### config.mk
export PLATFORM = sky130hd
export DESIGN_NAME = dac_wire_sender
export DESIGN_NICKNAME = d
export VERILOG_FILES = /design/src/rtl/dac_wire_sender.sv
export SDC_FILE = /design/constraint.sdc
export NUM_CORES = 1
export LEC_CHECK = 0
export ABC_CLOCK_PERIOD_IN_PS = 3000
export BUFFER_PORTS_ARGS = -buffer_cell sky130_fd_sc_hd__clkbuf_2
export CAP_MARGIN = 0
export CORE_ASPECT_RATIO = 1.2
export CORE_MARGIN = 1.5
export CORE_UTILIZATION = 29
export DETAILED_ROUTE_END_ITERATION = 6
export HOLD_SLACK_MARGIN = 0.08
export PLACE_DENSITY_LB_ADDON = 0.12
export SLEW_MARGIN = 20
export SYNTH_ARGS = -nofsm -noshare
export SYNTH_HDL_FRONTEND = slang
export SYNTH_SLANG_ARGS = --single-unit
### constraint.sdc
create_clock -name clk -period 3 [get_ports clk]
set_clock_uncertainty 0.05 [all_clocks]
set_input_delay 0.15 -clock clk [delete_from_list [all_inputs] [get_ports clk]]
set_output_delay 0.15 -clock clk [all_outputs]
set_load 0.05 [all_outputs]
### src/rtl/dac_wire_sender.sv
module dac_wire_sender #(
  parameter int REG_W    = 8,
  parameter int ADDR_W   = 8,
  parameter int REG_ADDR = 3,
  parameter int CLK_BIT  = 0,
  parameter int DAT_BIT  = 1,
  parameter int CLK_MHZ  = 250,
  parameter int SETTLE_NS = 10000
) (
  input  logic              clk,
  input  logic              rst_n,
  input  logic              start_i,
  input  logic [7:0]        data_i,
  input  logic [REG_W-1:0]  base_i,
  output logic              busy_o,
  output logic              wr_valid_o,
  input  logic              wr_ready_i,
  output logic [ADDR_W-1:0] wr_addr_o,
  output logic [REG_W-1:0]  wr_data_o
);
  localparam int SETTLE_RAW = CLK_MHZ * SETTLE_NS / 1000;
  localparam int SETTLE_CYC = (SETTLE_RAW < 1) ? 1 : SETTLE_RAW;
  localparam int CW = $clog2(SETTLE_CYC + 1);

  typedef enum logic [1:0] {S_IDLE, S_START, S_BITS, S_STOP} st_t;

  st_t              st;
  logic [1:0]       ph;
  logic [3:0]       bk;
  logic [1:0]       grp;
  logic             settling;
  logic [CW-1:0]    cnt;
  logic [7:0]       dat_q;
  logic [REG_W-1:0] base_q;
  logic [7:0]       cur_byte;
  logic             scl, sda;

  assign busy_o     = (st != S_IDLE);
  assign wr_valid_o = busy_o && !settling;
  assign wr_addr_o  = ADDR_W'(REG_ADDR);
  assign cur_byte   = (grp == 2'd0) ? 8'h9C : (grp == 2'd1) ? 8'h00 : dat_q;

  always_comb begin
    scl = 1'b1;
    sda = 1'b1;
    case (st)
      S_START: begin scl = (ph != 2'd2); sda = (ph == 2'd0); end
      S_BITS:  begin
        scl = (ph == 2'd1);
        sda = (bk == 4'd8) ? 1'b0 : cur_byte[3'd7 - bk[2:0]];
      end
      S_STOP:  begin scl = (ph != 2'd0); sda = (ph == 2'd2); end
      default: ;
    endcase
  end

  assign wr_data_o = base_q | (REG_W'(scl) << CLK_BIT) | (REG_W'(sda) << DAT_BIT);

  always_ff @(posedge clk or negedge rst_n) begin
    if (!rst_n) begin
      st       <= S_IDLE;
      ph       <= '0;
      bk       <= '0;
      grp      <= '0;
      settling <= 1'b0;
      cnt      <= '0;
      dat_q    <= '0;
      base_q   <= '0;
    end else if (st == S_IDLE) begin
      if (start_i) begin
        st     <= S_START;
        ph     <= '0;
        bk     <= '0;
        grp    <= '0;
        dat_q  <= data_i;
        base_q <= base_i;
      end
    end else if (!settling) begin
      if (wr_ready_i) begin
        settling <= 1'b1;
        cnt      <= CW'(SETTLE_CYC - 1);
      end
    end else if (cnt != '0) begin
      cnt <= cnt - 1'b1;
    end else begin
      settling <= 1'b0;
      if (ph != 2'd2) begin
        ph <= ph + 1'b1;
      end else begin
        ph <= '0;
        case (st)
          S_START: begin st <= S_BITS; bk <= '0; grp <= '0; end
          S_BITS: begin
            if (bk != 4'd8) bk <= bk + 1'b1;
            else begin
              bk <= '0;
              if (grp == 2'd2) st <= S_STOP;
              else grp <= grp + 1'b1;
            end
          end
          default: st <= S_IDLE;
        endcase
      end
    end
  end
endmodule


==> results.tsv, run 1 <==
stage	metric	value	unit
status	status	complete, but fails checks	
status	failing checks	DRC	
pwr	Final Power	0.00271	W
cts	Worst-Skew Late Latency	0.30	ns
cts	cts repair resizes	0	
pwr	VDD IR-drop max	0.330	mV
yosys	sequential share of the synthesized area	0.411	
place	hpwl dp	3930	µm
worst_setup_path	Crit Path Class	flip-flop to flip-flop	
timing	Worst-Margin Slew	0.915	ns
cts	CTS sink cnt	39	
die	Die ar.	8750	µm²
flow_run	Max Cap Viol	0	
yosys	Synth top area share	0.411	
die	initial core utilization	0.296	
global_route	gr ovfl total	0	
yosys	synth warn	0	
min_path	Hold Crit Class	input port to flip-flop	
detailed_routing	routed vias/inst	4.97	
detailed_routing	met1 WL	2290	µm
global_route	GRT Overall Usage	0.130	
cts	H-Tree Depth	2	
detailed_routing	final wirelength	5340	µm
yosys	Avg Cell Area, Syn	9.98	µm²
detailed_routing	DR WL/cell	14.1	µm
die	Die Height	102	µm
cts	CTS Buffer Depth	2	
yosys	Netlist Area Pre-Place	2380	µm²
cts	Num CTS Buffers	5	
worst_setup_path	crit path max fanout	8	
yosys	top cells by area, synth	dfrtp_1, mux2_2, ha_1	
detailed_routing	highest metal used	met4	
detailed_routing	WL met2	2820	µm
place	Final Wtd Congestion	0.800	
yosys	post-synth top area cell	dfrtp_1	
worst_setup_path	crit start category	flip-flop	
timing	final hold viol count	0	
die	Core Area	8020	µm²
yosys	Yosys cell types	54	
worst_setup_path	CP Capture Type	flip-flop	
timing	Fmax achieved	0.398	GHz
yosys	EDFF count, synth	0	
global_route	first-pass GRT wire length	9000	µm
cells_and_area	fillcell total	832	
yosys	synthesized instance count	238	
cells_and_area	fin nets	313	
detailed_routing	ANT nets after route	0	
timing	setup TNS	0	ns
cts	setup bufs post-CTS	0	
detailed_routing	metal3 WL	163	µm
cts	CTS tree	yes	
pwr	leakage	1.22	nW
cts	clk slew on worst S/H paths	0.09	ns
die	Top Ports	38	
global_route	vias in the first global route	1911	
timing	Final setup viols	0	
place	port bufs	29	
cells_and_area	layout cells sized above 1	0.244	
yosys	flops & latches, synth	39	
die	floorplan row count	36	
yosys	Main synth FF type	dfrtp_1	
die	die width	85.6	µm
cells_and_area	antenna diode count	0	
timing	Period minus WS final	2.51	ns
global_route	initial antenna violation count	0	
cts	Root Driver	clkbuf_8	
detailed_routing	Initial DRT Pass Iterations	6	
detailed_routing	vias	1880	
worst_setup_path	crit path DAT	2.65	ns
timing	Max Slew Vio Count	0	
global_route	largest net degree at the start of global routing	40	
cells_and_area	area delta synth->final	19.7	%
worst_setup_path	critical path required time	3.13	ns
pwr	PwrDens	953	nW/µm²
timing	slew margin rel.	0.390	
timing	RSZ-0062 raised after global routing	no	
timing	final clock period utilization by the worst path	0.838	
detailed_routing	DRT iter0 DRCs	66	
cts	CTS Hold Bufs	17	
detailed_routing	Residual DRC	2	
yosys	asr flop ratio synth	1.00	
final cells by class:
| class | count | area, µm² | area share |
|---|---|---|---|
| inverters | 12 | 45.0 | 0.0158 |
| repair buffers | 52 | 360 | 0.127 |
| multi-input cells | 172 | 1230 | 0.433 |
| clock inverters | 3 | 43.8 | 0.0154 |
| well taps | 95 | 119 | 0.0418 |
| clock buffers | 5 | 68.8 | 0.0242 |
| flip-flops and latches | 39 | 976 | 0.343 |
power by group:
part           internal (W)  total [W]  switching (W)
sequential         0.000746   0.000971       0.000225
combinational      0.000501    0.00129       0.000789
clock              0.000248   0.000451       0.000203
total               0.00150    0.00271        0.00122
worst max-delay path, cell delays in order (launching register included):
cell and delay (ns):
dfrtp_1 0.45, inv_1 0.11, ha_1 0.18, or4bb_1 0.55, or4_4 0.60, a21oi_2 0.15, mux2_1 0.32
state kept, by name, summed over array words and instances (netlist names):
register / flops
dat_q: 8
ph: 2
base_q: 8
cnt: 12
bk: 4
settling: 1
st: 2
grp: 2
path summary, 6_finish.rpt:
kind | start | endpoint | slack, ns | cells past startpoint
min | start_i | ph[1]$_DFFE_PN0P_ | 0.10 | 3
max in group asynchronous | rst_n | cnt[1]$_DFFE_PN0P_ | 1.86 | 2
max reg2reg | cnt[0]$_DFFE_PN0P_ | st[1]$_DFFE_PN0P_ | 0.49 | 6
min in group asynchronous | rst_n | dat_q[5]$_DFFE_PN0P_ | 0.47 | 2
max | cnt[0]$_DFFE_PN0P_ | st[1]$_DFFE_PN0P_ | 0.49 | 6
min reg2reg | base_q[6]$_DFFE_PN0P_ | base_q[6]$_DFFE_PN0P_ | 0.46 | 1
through the flow:
step | utilization | worst slack [ns] | instance area (µm²) | std cells | hold WS [ns]
final | 0.355 | 0.486 | 2850 | 378 | 0.100
after global placement | 0.320 | 0.532 | 2560 | 353 | 0.333
after global routing | 0.355 | 0.345 | 2850 | 378 | 0.134
after detailed placement | 0.320 | 0.497 | 2560 | 353 | 0.337
after CTS | 0.355 | 0.483 | 2850 | 378 | 0.0894
after floorplan | - | 0.531 | 2400 | 244 | -0.196
logic make-up (layout without fill, tap and decap cells):
logic type	Yosys count	in the layout	synth area share
DFF	39	39	0.411
AOI/OAI and AO/OA	58	58	0.163
other	2	8	0.00316
buffers and inverters	33	72	0.0800
muxes	23	23	0.106
adders and majority gates	11	11	0.0579
and+or+nand+nor	72	72	0.179
layout by cell type, fill, tap and decap left out, types with 8 or more instances in the layout:
master          n
a21oi_1        11
a31oi_1         9
clkbuf_2       28
conb_1          8
dfrtp_1        39
dlygate4sd3_1  17
ha_1           11
inv_1          12
mux2_2         17
nand2_1        12
nor2_1         11
o21ai_0        14
cell usage after synthesis, drive strengths merged, types with 3 or more instances:
cell     n
a211oi   4
a21oi   13
a31oi    9
and2     3
buf     15
clkbuf   6
dfrtp   39
ha      11
inv     12
mux2    18
mux2i    5
nand2   12
nand2b   4
nand3    5
nand3b   3
nor2    11
nor2b    5
nor3     5
nor4     6
o21ai   14
or3b     3
or4      5
metal layers:
metal	up-vias	GRT usage
li1	936	-
met1	904	0.145
met2	34	0.240
met3	6	0.0307
met4	0	0.0459
met5	-	0
Note: power is estimated with default switching activity, not from simulation.
==> run 2, diff against run 1 <==
ABC_CLOCK_PERIOD_IN_PS = 2250   (was 3000)
clock period = 2.25 ns   (was 3 ns; I/O delays follow)
==> run 2 against run 1 <==
The run ends with DRC, setup timing left; count of clock-buffer cells in the layout unchanged; flip-flop and latch count unchanged; critical path depth up 1; sequential share of layout area down 3.3 points; setup slack worse by 0.51 ns; non-clock buffer count up 28; clock power up 33%; first-iteration DRC count up 17%; global-route usage up 1.1 points; wire length up 6.5%; critical path type unchanged; largest cell class unchanged.
==> results.tsv, run 2 (synthesis gave the netlist of run 1 again) <==
stage	metric	value	unit	change
worst_setup_path	crit start category	flip-flop		
cells_and_area	Largest register FFs	12		unchanged
worst_setup_path	crit path max fanout	5		-3
cts	Num CTS Buffers	5		unchanged
pwr	Clk pwr share	0.151		-0.015
timing	Worst-Margin Slew	0.528	ns	-0.387 ns
detailed_routing	DR WL/cell	14.0	µm	-0.87%
cells_and_area	design area	3140	µm²	+11%
detailed_routing	Initial DRT Pass Iterations	6		unchanged
pwr	Seq pwr share	0.306		-0.052
cells_and_area	fin nets	341		+8.9%
global_route	largest net degree at the start of global routing	22		-45%
worst_setup_path	CP Capture Type	flip-flop		
cts	clk slew on worst S/H paths	0.08	ns	about the same
pwr	cell-internal power	0.00225	W	+50%
pwr	Final Power	0.00397	W	+46%
global_route	first-pass GRT wire length	9510	µm	+5.7%
min_path	Hold Crit Class	input port to asynchronous set/reset pin		
detailed_routing	final wirelength	5690	µm	+6.5%
global_route	vias in the first global route	1949		+2.0%
global_route	GRT Overall Usage	0.140		+0.0107
die	Top Ports	38		unchanged
cts	CTS sink cnt	39		unchanged
die	Core Area	8020	µm²	unchanged
global_route	gr ovfl total	0		unchanged
die	Die ar.	8750	µm²	unchanged
cells_and_area	biggest regs	cnt x12, base_q x8, dat_q x8		
pwr	PwrDens	1260	nW/µm²	+32%
timing	Max Slew Vio Count	0		unchanged
global_route	GR Util met2	0.243		+0.00303
global_route	initial antenna violation count	0		unchanged
pwr	Switch Pwr	0.00172	W	+41%
place	hpwl dp	4190	µm	+6.6%
worst_setup_path	crit path DAT	2.45	ns	-0.20 ns
cts	Worst-Skew Late Latency	0.30	ns	about the same
die	floorplan row count	36		unchanged
die	initial core utilization	0.296		unchanged
detailed_routing	ANT nets after route	0		unchanged
cts	CTS tree	yes		
cts	Root Driver	clkbuf_8		
timing	Period minus WS final	2.27	ns	-0.244 ns
place	port bufs	29		unchanged
pwr	leakage	1.36	nW	+12%
detailed_routing	routed vias/inst	4.93		-0.81%
timing	final clock period utilization by the worst path	1.01		+0.171
status	failing checks	DRC, setup timing		
worst_setup_path	critical path required time	2.43	ns	-0.70 ns
cts	CTS Buffer Depth	2		unchanged
place	area post-placement	2800	µm²	+9.4%
global_route	global routing's busiest layer	met2		
pwr	Logic pwr share	0.542		+0.066
cells_and_area	antenna diode count	0		unchanged
timing	Final setup viols	1		+1
global_route	routing usage on met1	0.172		+0.0271
timing	slew margin rel.	0.648		+0.258
global_route	met3 usage	0.0283		-0.00242
timing	final worst slack	-0.0204	ns	-0.506 ns
cells_and_area	area delta synth->final	32.3	%	
die	die width	85.6	µm	unchanged
cells_and_area	most common cell after layout, fill and taps aside	dfrtp_1		
worst_setup_path	Crit Path Class	flip-flop to flip-flop		
pwr	VDD IR-drop max	0.470	mV	+42%
cts	H-Tree Depth	2		unchanged
timing	RSZ-0062 raised after global routing	yes		
timing	final hold viol count	0		unchanged
die	Die Height	102	µm	unchanged
pwr	switching share of power	0.433		-0.0155
detailed_routing	vias	2003		+6.5%
detailed_routing	Residual DRC	5		+3
cells_and_area	Biggest register	cnt		
flow_run	Max Cap Viol	0		unchanged
status	status	complete, but fails checks		
detailed_routing	DRT iter0 DRCs	77		+17%
timing	Fmax achieved	0.440	GHz	+11%
timing	setup TNS	-0.0204	ns	-0.0204 ns
cells_and_area	Final Util	0.392		+0.0373
place	Final Wtd Congestion	0.769		-3.8%
cells_and_area	layout cells sized above 1	0.360		+0.116
cells_and_area	most frequent cells in the layout	dfrtp_1, buf_4, clkbuf_2, dlygate4sd3_1, mux2_2		
[run 2: cell types whose count changed in the layout (fill, tap and decap cells not counted), sizes merged]
cell / delta
clkbuf: +1
dlygate4sd3: +1
buf: +26
[run 2: layer usage]
| metal | wire length [µm] | vias up |
|---|---|---|
| li1 | - | 995 |
| met3 | 172 | 10 |
| met2 | 2900 | 35 |
| met4 | 107 | 0 |
| met5 | 0 | - |
| met1 | 2510 | 963 |
[run 2: stage by stage]
stage / cells / setup slack, ns / hold slack, ns
floorplan: 244 / -0.0517 / -0.233
global placement: 379 / 0.0299 / 0.0718
finish: 406 / -0.0204 / 0.268
global route: 406 / -0.102 / 0.304
detailed placement: 379 / 0.00401 / 0.0671
CTS: 405 / -0.0162 / 0.280
[run 2: path summary, 6_finish.rpt]
kind	start	endpoint	slack [ns]	depth (start not counted)
setup / recovery	cnt[1]$_DFFE_PN0P_	bk[1]$_DFFE_PN0P_	-0.02	7
hold reg to reg	base_q[3]$_DFFE_PN0P_	base_q[3]$_DFFE_PN0P_	0.46	1
min in group clk	wr_ready_i	cnt[2]$_DFFE_PN0P_	0.36	5
setup reg to reg	cnt[1]$_DFFE_PN0P_	bk[1]$_DFFE_PN0P_	-0.02	7
hold / removal	rst_n	dat_q[6]$_DFFE_PN0P_	0.27	2
max in group asynchronous	rst_n	cnt[3]$_DFFE_PN0P_	1.31	3
[run 2: critical path, cell delays in order (launching register included)]
cell     delay (ns)
dfrtp_1        0.40
inv_2          0.09
ha_4           0.14
or4bb_4        0.45
or4_4          0.53
buf_12         0.15
a21oi_4        0.20
mux2i_1        0.21
[run 2: what timing repair did]
action                     4_1_cts  5_1_grt
resized for setup                6       10
hold buffers                    18        0
buffers inserted                 0        1
hold endpoints to repair        37        0
pin swaps                        2        3
setup endpoints to repair        2       11
[run 2: final cells by class]
type | instances | area, µm²
Clock buffer | 5 | 68.8
Fill cell | 808 | 4870
Clock inverter | 3 | 43.8
Sequential cell | 39 | 976
Tap cell | 95 | 119
Timing Repair Buffer | 80 | 594
Multi-Input combinational cell | 172 | 1290
Inverter | 12 | 47.5
[run 2: power groups by stage]
| stage | sequential (W) | combinational (W) | clock (W) |
|---|---|---|---|
| 2_1_floorplan | 0.00120 | 0.00155 | 0 |
| 3_3_place_gp | 0.00122 | 0.00206 | 0 |
| 3_5_place_dp | 0.00122 | 0.00207 | 0 |
| 4_1_cts | 0.00121 | 0.00213 | 0.000619 |
| 5_1_grt | 0.00126 | 0.00239 | 0.000654 |
| 6_report | 0.00121 | 0.00215 | 0.000601 |
